==> config.mk <==
export PLATFORM = sky130hd
export DESIGN_NAME = rtc_alarm_match
export DESIGN_NICKNAME = d
export VERILOG_FILES = /design/src/rtl/rtc_alarm_pkg.sv /design/src/rtl/rtc_alarm_regs.sv /design/src/rtl/rtc_alarm_cmp.sv /design/src/rtl/rtc_alarm_match.sv
export SDC_FILE = /design/constraint.sdc
export NUM_CORES = 1
export LEC_CHECK = 0
export BUFFER_PORTS_ARGS = -buffer_cell sky130_fd_sc_hd__buf_2
export CAP_MARGIN = 40
export CORE_ASPECT_RATIO = 1.4
export CORE_MARGIN = 2
export CORE_UTILIZATION = 52
export DETAILED_ROUTE_END_ITERATION = 6
export PLACE_DENSITY = 0.74
export SLEW_MARGIN = 0
export SYNTH_ARGS = -nofsm -noshare
export SYNTH_HDL_FRONTEND = slang
export SYNTH_SLANG_ARGS = --single-unit
==> constraint.sdc <==
create_clock -name clk -period 1.7 [get_ports clk]
set_input_delay 0.085 -clock clk [delete_from_list [all_inputs] [get_ports clk]]
set_output_delay 0.085 -clock clk [all_outputs]
set_load 0.03 [all_outputs]
==> src/rtl/rtc_alarm_pkg.sv <==
package rtc_alarm_pkg;
  localparam int NFIELD = 6;
  localparam int BYTE_W = 8;
  localparam int FLD_W  = 3;

  typedef logic [BYTE_W-1:0] abyte_t;
  typedef logic [NFIELD-1:0][BYTE_W-1:0] fields_t;

  // compared bits per field: follows the width of the clock byte
  function automatic abyte_t cmp_mask(input int idx);
    case (idx)
      0, 1:    return 8'h7F;
      2, 3:    return 8'h3F;
      4:       return 8'h1F;
      default: return 8'h07;
    endcase
  endfunction
endpackage

==> src/rtl/rtc_alarm_regs.sv <==
module rtc_alarm_regs
  import rtc_alarm_pkg::*;
#(
  parameter int CH_IDX = 0,
  parameter int CH_W   = 1
) (
  input  logic             clk,
  input  logic             rst,
  input  logic             wr_en_i,
  input  logic [CH_W-1:0]  wr_ch_i,
  input  logic [FLD_W-1:0] wr_fld_i,
  input  abyte_t           wr_data_i,
  output fields_t          alarm_o
);
  logic sel;
  assign sel = wr_en_i && (wr_ch_i == CH_W'(CH_IDX));

  always_ff @(posedge clk) begin
    if (rst) begin
      alarm_o <= '0;
    end else if (sel) begin
      for (int i = 0; i < NFIELD; i++) begin
        if (wr_fld_i == FLD_W'(i)) alarm_o[i] <= wr_data_i;
      end
    end
  end
endmodule

==> src/rtl/rtc_alarm_cmp.sv <==
module rtc_alarm_cmp
  import rtc_alarm_pkg::*;
(
  input  fields_t alarm_i,
  input  fields_t clock_i,
  output logic    hit_o
);
  logic [NFIELD-1:0] en;
  logic [NFIELD-1:0] ok;

  for (genvar i = 0; i < NFIELD; i++) begin : g_fld
    localparam abyte_t MSK = cmp_mask(i);
    assign en[i] = alarm_i[i][BYTE_W-1];
    assign ok[i] = !en[i] || ((alarm_i[i] & MSK) == (clock_i[i] & MSK));
  end

  assign hit_o = (|en) && (&ok);
endmodule

==> src/rtl/rtc_alarm_match.sv <==
module rtc_alarm_match
  import rtc_alarm_pkg::*;
#(
  parameter int NUM_CH = 2,
  localparam int CH_W   = (NUM_CH > 1) ? $clog2(NUM_CH) : 1,
  localparam int ADDR_W = CH_W + FLD_W
) (
  input  logic              clk,
  input  logic              rst,
  input  logic              tick_i,
  input  logic [6:0]        sec_i,
  input  logic [6:0]        min_i,
  input  logic [5:0]        hour_i,
  input  logic [5:0]        date_i,
  input  logic [4:0]        month_i,
  input  logic [2:0]        dow_i,
  input  logic              wr_en_i,
  input  logic [ADDR_W-1:0] wr_addr_i,
  input  logic [7:0]        wr_data_i,
  input  logic [NUM_CH-1:0] clr_i,
  output logic [NUM_CH-1:0] alarm_flag_o,
  output logic [NUM_CH-1:0] match_pulse_o
);
  fields_t clock_f;
  assign clock_f[0] = {1'b0, sec_i};
  assign clock_f[1] = {1'b0, min_i};
  assign clock_f[2] = {2'b0, hour_i};
  assign clock_f[3] = {2'b0, date_i};
  assign clock_f[4] = {3'b0, month_i};
  assign clock_f[5] = {5'b0, dow_i};

  logic [CH_W-1:0]  wr_ch;
  logic [FLD_W-1:0] wr_fld;
  assign wr_ch  = wr_addr_i[ADDR_W-1:FLD_W];
  assign wr_fld = wr_addr_i[FLD_W-1:0];

  for (genvar c = 0; c < NUM_CH; c++) begin : g_ch
    fields_t alarm;
    logic    hit;

    rtc_alarm_regs #(.CH_IDX(c), .CH_W(CH_W)) u_regs (
      .clk      (clk),
      .rst      (rst),
      .wr_en_i  (wr_en_i),
      .wr_ch_i  (wr_ch),
      .wr_fld_i (wr_fld),
      .wr_data_i(wr_data_i),
      .alarm_o  (alarm)
    );

    rtc_alarm_cmp u_cmp (
      .alarm_i(alarm),
      .clock_i(clock_f),
      .hit_o  (hit)
    );

    always_ff @(posedge clk) begin
      if (rst) begin
        match_pulse_o[c] <= 1'b0;
        alarm_flag_o[c]  <= 1'b0;
      end else begin
        match_pulse_o[c] <= tick_i && hit;
        alarm_flag_o[c]  <= (alarm_flag_o[c] && !clr_i[c]) || (tick_i && hit);
      end
    end
  end
endmodule

# --- Word-level counts from Yosys, hierarchy flattened ---
# Cells that the tools add are included.
word_totals:
  in_bits: 52
  memories: 0
  ramBits: 0
  latch_bits: 0
  mem_bits_ro: 0
  ff_bits: 100
op_classes:
  n_reduce_logical: 53
  add_sub_neg: 0
  n_eq_ne: 17
  n_mux: 0
  n_bitwise: 1
  mul: 0
  order_cmp: 0
  shifts: 0
  div: 0
op_table:
  columns: ["op", "n"]
  rows:
  - ["== test 7 bit", 4]
  - ["== test 6 bit", 4]
  - ["AND reduction 2 bit", 12]
  - ["zero test 1 bit", 14]
  - ["logical OR 1 bit", 14]
  - ["AND reduction 6 bit", 2]
  - ["OR reduction 6 bit", 2]
  - ["== test 5 bit", 2]
  - ["logical AND 1 bit", 8]
  - ["== test 3 x 2 -> 1 bit (second input constant)", 2]
  - ["== test 3 bit", 2]
  - ["== test 3 bit (second input constant)", 2]
  - ["== test 3 x 1 -> 1 bit (second input constant)", 1]
  - ["zero test 3 bit", 1]
  - ["inverter 1 bit", 1]

# --- Logic depth before layout (Yosys ltp) ---
# Gate-level depths: netlist (run 1).
depth:
  word_depth: 6
  ltp_mapped: 6
  mapped_depth_nobuf: 5

# --- By module ---
# Synthesis (run 1) repeated with hierarchy kept, for this count alone.
hier_totals:
  cells_unflattened: 452
  hier_area_um2: 4823.4
by_module_without_submodules:
  columns: ["module", "instances", "seq_area_each_um2", "cells_per_inst", "area_per_inst_um2"]
  rows:
  - ["rtc_alarm_regs (g_ch[1].u_regs)", 1, 960.9, 170, 1928.1]
  - ["rtc_alarm_regs (g_ch[0].u_regs)", 1, 960.9, 169, 1913.1]
  - ["rtc_alarm_cmp", 2, 0.0, 50, 430.4]
  - ["rtc_alarm_match", 1, 80.1, 13, 121.4]

# --- Least setup slack after synthesis (run 1) ---
# No wires, ideal clock.
synth_timing:
  path_type: "register -> register"
  startpoint: "register g_ch[0].u_regs.alarm_o[15] (netlist name)"
  endpoint: "register alarm_flag_o[0]"
  path_slack_ns: 0.458
  setup_ns: 0.122
  stages_incl_launch_ff: 6
  n_path_buf: 0
  arrival_time_ns: 1.120
  synth_period_minus_slack_ns: 1.242
  cell_sequence: "dfxtp_1 > or4_1 > nor3_1 > a21oi_1 > nand3_1 > o21ai_0"
synth_via:
  elab_chain_len: 6
  word_cells_on_any_way: 7
  classes_between: "7 x reduce/logical"
synth_lines:
  columns: ["item", "line_no", "source"]
  rows:
  - ["start: declaration", "rtc_alarm_regs.sv:13", "output fields_t alarm_o"]
  - ["start signal: indexed assignment", "rtc_alarm_regs.sv:23", "if (wr_fld_i == FLD_W'(i)) alarm_o[i] <= wr_data_i;"]
  - ["zero test 1 bit", "rtc_alarm_cmp.sv:14", "assign ok[i] = !en[i] || ((alarm_i[i] & MSK) == (clock_i[i] & MSK));"]
  - ["logical OR 1 bit", "rtc_alarm_cmp.sv:14", null]
  - ["AND reduction 6 bit", "rtc_alarm_cmp.sv:17", "assign hit_o = (|en) && (&ok);"]
  - ["logical AND 1 bit (*)", "rtc_alarm_cmp.sv:17", null]
  - ["logical AND 1 bit (*)", "rtc_alarm_match.sv:63", "alarm_flag_o[c] <= (alarm_flag_o[c] && !clr_i[c]) || (tick_i && hit);"]
  - ["logical OR 1 bit (*)", "rtc_alarm_match.sv:63", null]
  - ["end signal: indexed assignment", "rtc_alarm_match.sv:63", null]
  - ["end: declaration", "rtc_alarm_match.sv:21", "output logic [NUM_CH-1:0] alarm_flag_o,"]
# Every way passes the cells marked *; elsewhere a longest branch is shown, timed or not.
# A chain may end at the register's enable or synchronous reset.

# --- Worst setup path in the final report (run 1) ---
layout_timing:
  startpoint: "register g_ch[1].u_regs.alarm_o[5] (netlist name)"
  endpoint: "register match_pulse_o[1]"
layout_via:
  elab_chain_len: 5
layout_lines:
  columns: ["item", "line_no", "source"]
  rows:
  - ["start: declaration", "rtc_alarm_regs.sv:13", null]
  - ["start signal: indexed assignment", "rtc_alarm_regs.sv:23", null]
  - ["== test 7 bit", "rtc_alarm_cmp.sv:14", null]
  - ["logical OR 1 bit", "rtc_alarm_cmp.sv:14", null]
  - ["AND reduction 6 bit", "rtc_alarm_cmp.sv:17", null]
  - ["logical AND 1 bit", "rtc_alarm_cmp.sv:17", null]
  - ["logical AND 1 bit", "rtc_alarm_match.sv:62", "match_pulse_o[c] <= tick_i && hit;"]
  - ["end signal: indexed assignment", "rtc_alarm_match.sv:62", null]
  - ["end: declaration", "rtc_alarm_match.sv:22", "output logic [NUM_CH-1:0] match_pulse_o"]
# Every way passes these cells.

==> metrics.cfg, run 1 <==
[outcome]
status = complete, no violations

[grt]
track_usage_pct = 21.8
grt_pass1_wl_mm = 13.8
overflow = 0
grt_pass1_vias = 2759
grt_antenna_before_repair = 0
grt_max_degree = 83

[route]
via_count = 2858
wirelength_mm = 8.48
first_iter_violations = 135
drtPass1Iterations = 4
postRouteAntennaNets = 0
drc = 0
wl_per_cell_um = 15.6
viasPerCell = 5.26

[die]
io_pins = 56
die_area_mm2 = 0.00819
num_rows = 37
die_x_um = 77.1
start_util_pct = 53.1
core_area_mm2 = 0.00731
die_h_um = 106

[yosys]
synth-edff-count = 0
ys_seq_area_share_pct = 43.3
syn_inst = 393
postSynthAreaPerCell_um2 = 9.89
yosysTopAreaCellShare_pct = 43.3
synth_nets = 445
ys_ff_latch = 84
ys_types = 32
syn_area_mm2 = 0.00389
synth-async-reset-ratio_pct = 0
ys_warn_count = 0
synthTopCellsByArea = dfxtp_1, mux2i_1, xnor2_1
synth_top_flop_cell = dfxtp_1
yosysTopAreaCell = dfxtp_1

[final_layout]
final_nets = 495
final_cells = 543
drive_gt1_share_pct = 18.6
multi_input_area_mm2 = 0.00211
diodes = 0
fin_util_pct = 60.7
fillers = 662
area_growth_syn_to_layout_pct = 14.3
regArea_mm2 = 0.00168

[sta]
finalHoldViolations = 0
worst_slack_ns = 0.176
period_needed_ns = 1.52
fin_crit_sh_pct = 89.7
relSlewSlack_pct = 65.9
clock.fmax_mhz = 656
rsz0062_at_grt = false
setup_viol = 0
worstMarginPinSlew_ns = 0.512
setup_tns_ns = 0
maxSlewViolCount = 0
fin_worst_skew_ns = 0.00824

[placed_design]
dp_hpwl_mm = 6.15
pre_cts_ws_ns = 0.0326
io_buffer_count = 55
gp_congestion = 0.787
placed_cells = 529

[worst_setup_path]
critPathMaxFanout = 2
end_kind = flip-flop
crit_type = flip-flop to flip-flop
cp-start-kind = flip-flop
critical_path_arrival_ns = 1.78
cp_data_required_time_ns = 1.95

[power]
design_power_total_w = 0.00377
p_per_area_mw_per_mm2 = 850
ir_drop_uv = 752
p_leak_nw = 1.96

[clock_tree]
cts.clk_slew.worst_paths_ns = 0.08
cts_hold_buffers = 0
clkLatencyLatePin_ns = 0.35
cts_sinks = 84
clockBufferDepth = 2
cts_buffers = 9
cts_tree = done
root_buffer = clkbuf_8
htree_levels = 3

[job]
maxCapViolCount = 0

[worst_hold_path]
hold_class = input pin to flip-flop

cells in the final DEF, fill, tap and decap left out, types with 3 or more instances in the layout:
cell type and n:
dfxtp_1 84, mux2i_1 80, nand3_1 6, o31ai_1 5, clkbuf_8 11, buf_2 55
xnor2_1 43, buf_4 5, nand4_1 11, o41ai_1 3, xor2_1 25, nand2_1 4
nor2_1 86
synthesized netlist by cell type (all sizes together), types with 2 or more instances:
cell type,number
nor2,88
dfxtp,84
mux2i,80
xnor2,43
xor2,25
clkbuf,13
nand4,11
buf,9
nand2,6
nand3,6
o31ai,5
o41ai,5
and2b,2
nand2b,2
nand3b,2
nor3,2
nor3b,2
path summary, 6_finish.rpt:
check	startpoint	end	slack (ns)	depth (start not counted)
setup / recovery	g_ch[1].u_regs.alarm_o[5]	match_pulse_o[1]	0.18	5
hold / removal	clr_i[0]	alarm_flag_o[0]	0.01	4
setup reg to reg	g_ch[1].u_regs.alarm_o[5]	match_pulse_o[1]	0.18	5
hold reg to reg	alarm_flag_o[0]	alarm_flag_o[0]	0.47	2
report_power, final:
| group | internal [W] | leakage, nW | switching (W) |
|---|---|---|---|
| combinational | 0.000160 | 1.19 | 0.000212 |
| sequential | 0.00199 | 0.678 | 0.0000182 |
| clock | 0.000741 | 0.0983 | 0.000648 |
| total | 0.00289 | 1.96 | 0.000878 |
registers in the layout, indices dropped and copies added (netlist names):
name	cells
alarm_flag_o	2
g_ch.u_regs.alarm_o	80
match_pulse_o	2
routing by layer:
metal / track usage, % / wire, um / vias up
li1: - / - / 1423
met1: 26.4 / 3700 / 1354
met2: 38.0 / 4260 / 67
met3: 4.33 / 360 / 14
met4: 8.67 / 165 / 0
met5: 0 / 0 / -
worst max-delay path, stage by stage (launching register included):
cell and delay (ns):
dfxtp_1 0.32, xnor2_1 0.18, nand4_1 0.13, o41ai_2 0.33, nand4_1 0.17, nor3_1 0.28
through the flow:
step	hold WS [ns]	instance area [um2]
floorplan	0.229	3890
global placement	0.375	4240
detailed placement	0.377	4240
CTS	0.00267	4430
global route	0.00940	4440
finish	0.0117	4440
layout make-up:
type / count / share of cell area [%]
Clock buffer: 12 / 3.49
Clock inverter: 2 / 0.789
Multi-Input combinational cell: 287 / 47.6
Sequential cell: 84 / 37.9
Tap cell: 97 / 2.73
Timing Repair Buffer: 61 / 7.50
timing repair:
| item | CTS | global route |
|---|---|---|
| gates resized for setup | 1 | 1 |
| cloned | 0 | 0 |
| setup endpoints to repair | 1 | 1 |
| buffers inserted | 0 | 0 |
cells by family (layout without fill, tap and decap cells):
kind of cell	after synthesis	in the layout	synth area share, %
AOI/OAI and AO/OA	14	14	2.83
xor gates and xnor gates	68	68	15.3
buffers and inverters	22	75	2.70
DFF	84	84	43.3
muxes	80	80	20.6
and+or+nand+nor	125	125	15.3
Note: power is estimated with default switching activity, not from simulation.
==> run 2: changes to the inputs <==
--- a/config.mk
+++ b/config.mk
@@ -8,10 +8,11 @@
 export BUFFER_PORTS_ARGS = -buffer_cell sky130_fd_sc_hd__buf_2
 export CAP_MARGIN = 40
 export CORE_ASPECT_RATIO = 1.4
-export CORE_MARGIN = 2
-export CORE_UTILIZATION = 52
+export CORE_MARGIN = 4
+export CORE_UTILIZATION = 51
 export DETAILED_ROUTE_END_ITERATION = 6
-export PLACE_DENSITY = 0.74
+export GPL_ROUTABILITY_DRIVEN = 1
+export PLACE_DENSITY = 0.75
 export SLEW_MARGIN = 0
 export SYNTH_ARGS = -nofsm -noshare
 export SYNTH_HDL_FRONTEND = slang
==> constraint.sdc (replaced) <==
create_clock -name clk -period 1.22 [get_ports clk]
set_input_delay 0.061 -clock clk [delete_from_list [all_inputs] [get_ports clk]]
set_output_delay 0.061 -clock clk [all_outputs]
set_load 0.03 [all_outputs]
==> run 2 against run 1 <==
The flow now finishes with violations (setup timing). First-iteration DRC count is 8.9% lower. Clock power increased by 53%. Register-to-register slack lost 0.43 ns. Clock skew decreased by 0.0010 ns. Utilization increased by 2.7 points. Sequential cell count unchanged. Power up 46%. Cell area grew 5.8%. Global-route usage fell by 0.99 points. Critical endpoint is now alarm_flag_o[1].
==> metrics.cfg, run 2 (synthesized netlist as in run 1, its figures left out) <==
[worst_setup_path]
cp_data_required_time_ns = 1.49  ; -0.46 ns
slowest_delay_ns = 0.39  ; +0.06 ns
cp-start-kind = flip-flop
startpoint = g_ch[1].u_regs.alarm_o[1]
slowest_stage = o41ai_2
worstPathCellList = xnor2_1, nand4_1, o41ai_2, nand4_1, o31ai_1
critical_path_arrival_ns = 1.75  ; -0.03 ns
critPathMaxFanout = 2  ; unchanged
r2r-start = g_ch[1].u_regs.alarm_o[1]
end_kind = flip-flop
crit_type = flip-flop to flip-flop
path_common_cell = nand4_1

[worst_hold_path]
hold_class = input pin to flip-flop
holdCritStartpoint = wr_data_i[5]

[die]
core_area_mm2 = 0.00741  ; +1.3%
die_h_um = 111  ; +4.7%
die_x_um = 81.8  ; +6.1%
start_util_pct = 52.5  ; -0.66 points
io_pins = 56  ; unchanged
die_area_mm2 = 0.00910  ; +11%
num_rows = 37  ; unchanged

[final_layout]
layout_commonest_cell = nor2_1
regMostFlops = g_ch.u_regs.alarm_o
fin_util_pct = 63.4  ; +2.7 points
final_nets = 517  ; +4.4%
drive_gt1_share_pct = 24.7  ; +6.1 points
largest_reg_flops = 80  ; unchanged
fillers = 618  ; -6.6%
multi_input_area_mm2 = 0.00215  ; +1.9%
diodes = 0  ; unchanged
regArea_mm2 = 0.00169  ; +0.37%
final_cell_mix = nor2_1, mux2i_1, dfxtp_1
largest_registers = g_ch.u_regs.alarm_o: 80 flops, alarm_flag_o: 2 flops, match_pulse_o: 2 flops
area_growth_syn_to_layout_pct = 20.9

[grt]
grt_pass1_vias = 3065  ; +11%
overflow = 0  ; unchanged
track_usage_pct = 20.8  ; -0.99 points
grt_antenna_before_repair = 0  ; unchanged
grt_max_degree = 83  ; unchanged
grt_pass1_wl_mm = 14.5  ; +5.4%

[power]
p_per_area_mw_per_mm2 = 1170  ; +38%
p_leak_nw = 2.09  ; +6.7%
ir_drop_uv = 776  ; +3.2%
design_power_total_w = 0.00549  ; +46%

[sta]
clock.fmax_mhz = 677  ; +3.2%
worst_slack_ns = -0.257  ; -0.432 ns
rsz0062_at_grt = true
maxSlewViolCount = 0  ; unchanged
fin_crit_sh_pct = 121  ; +31 points
finalHoldViolations = 0  ; unchanged
worstMarginPinSlew_ns = 0.358  ; -0.154 ns
setup_tns_ns = -0.840  ; -0.840 ns
period_needed_ns = 1.48  ; -0.0478 ns
fin_worst_skew_ns = 0.00722  ; -0.00103 ns
setup_viol = 4  ; +4
relSlewSlack_pct = 75.8  ; +10 points

[route]
viasPerCell = 5.17  ; -1.7%
via_count = 2933  ; +2.6%
postRouteAntennaNets = 0  ; unchanged
wl_per_cell_um = 15.5  ; -0.73%
wirelength_mm = 8.79  ; +3.7%
drc = 0  ; unchanged
first_iter_violations = 123  ; -8.9%
drtPass1Iterations = 4  ; unchanged

[clock_tree]
clkLatencyLatePin_ns = 0.35  ; about the same
htree_levels = 3  ; unchanged
post_cts_buffers = 0  ; unchanged
cts_buffers = 9  ; unchanged
root_buffer = clkbuf_8
clockBufferDepth = 2  ; unchanged
cts.clk_slew.worst_paths_ns = 0.08  ; about the same
cts_tree = done
cts_sinks = 84  ; unchanged

[placed_design]
io_buffer_count = 55  ; unchanged
gp_congestion = 0.775  ; -1.4%
dp_hpwl_mm = 6.32  ; +2.8%

[outcome]
status = finished, violations left
violations = setup timing

[job]
maxCapViolCount = 0  ; unchanged

## run 2: cell count changes in the layout (fill, tap and decap cells not counted), moves of 2 or more
| cell | change |
|---|---|
| buf_4 | +18 |
| dfxtp_1 | -5 |
| dfxtp_2 | +5 |
| dlygate4sd3_1 | +3 |
| clkbuf_8 | -2 |
| clkinv_2 | +2 |
| o41ai_1 | -2 |
| o41ai_2 | +2 |
| xnor2_1 | -2 |
| xnor2_2 | +2 |
## run 2: worst paths after layout
kind	slack (ns)	end	cells after the start
worst max-delay path	-0.26	alarm_flag_o[1]	5
worst min-delay path	0.11	g_ch[1].u_regs.alarm_o[5]	3
worst max register to register	-0.26	alarm_flag_o[1]	5
worst min register to register	0.49	alarm_flag_o[0]	2
## run 2: final cells by class
cell class / instances / area share (%)
clock buffer: 9 / 2.64
clock inverter: 7 / 1.94
multi-input combinational: 287 / 45.9
sequential: 84 / 35.9
tap: 97 / 2.58
timing repair buffer: 83 / 11.0
## run 2: timing repair
action	in CTS	in global routing
hold endpoints to repair	3	0
hold buffers	3	0
setup endpoints to repair	4	4
pin swaps	3	8
gates resized for setup	9	5
## run 2: through the flow
stage	instances	cell area, um2	setup slack [ns]	hold slack [ns]
6_report	567	4700	-0.257	0.110
5_1_grt	567	4700	-0.355	0.135
4_1_cts	567	4670	-0.255	0.108
3_5_place_dp	548	4390	-0.437	0.365
3_3_place_gp	548	4390	-0.471	0.355
2_1_floorplan	393	3890	-0.0218	0.205
## run 2: layer usage
layer / wire (um) / track usage, % / up-vias
met5: 0 / 0 / -
met1: 3650 / 23.9 / 1391
met4: 182 / 9.31 / 0
met3: 369 / 4.55 / 15
li1: - / - / 1465
met2: 4590 / 35.8 / 62
## run 2: power breakdown
group	total [W]	internal, W	switching [W]	leakage, nW
logic	0.000563	0.000256	0.000307	1.30
registers	0.00280	0.00278	0.0000250	0.681
clock network	0.00213	0.00114	0.000986	0.109
## run 2: worst max-delay path: cells and delay by family, from the launching register on
kind,cells,cell delay (ns)
compound gates,2,0.61
xor+xnor,1,0.12
flops,1,0.35
simple gates,2,0.33
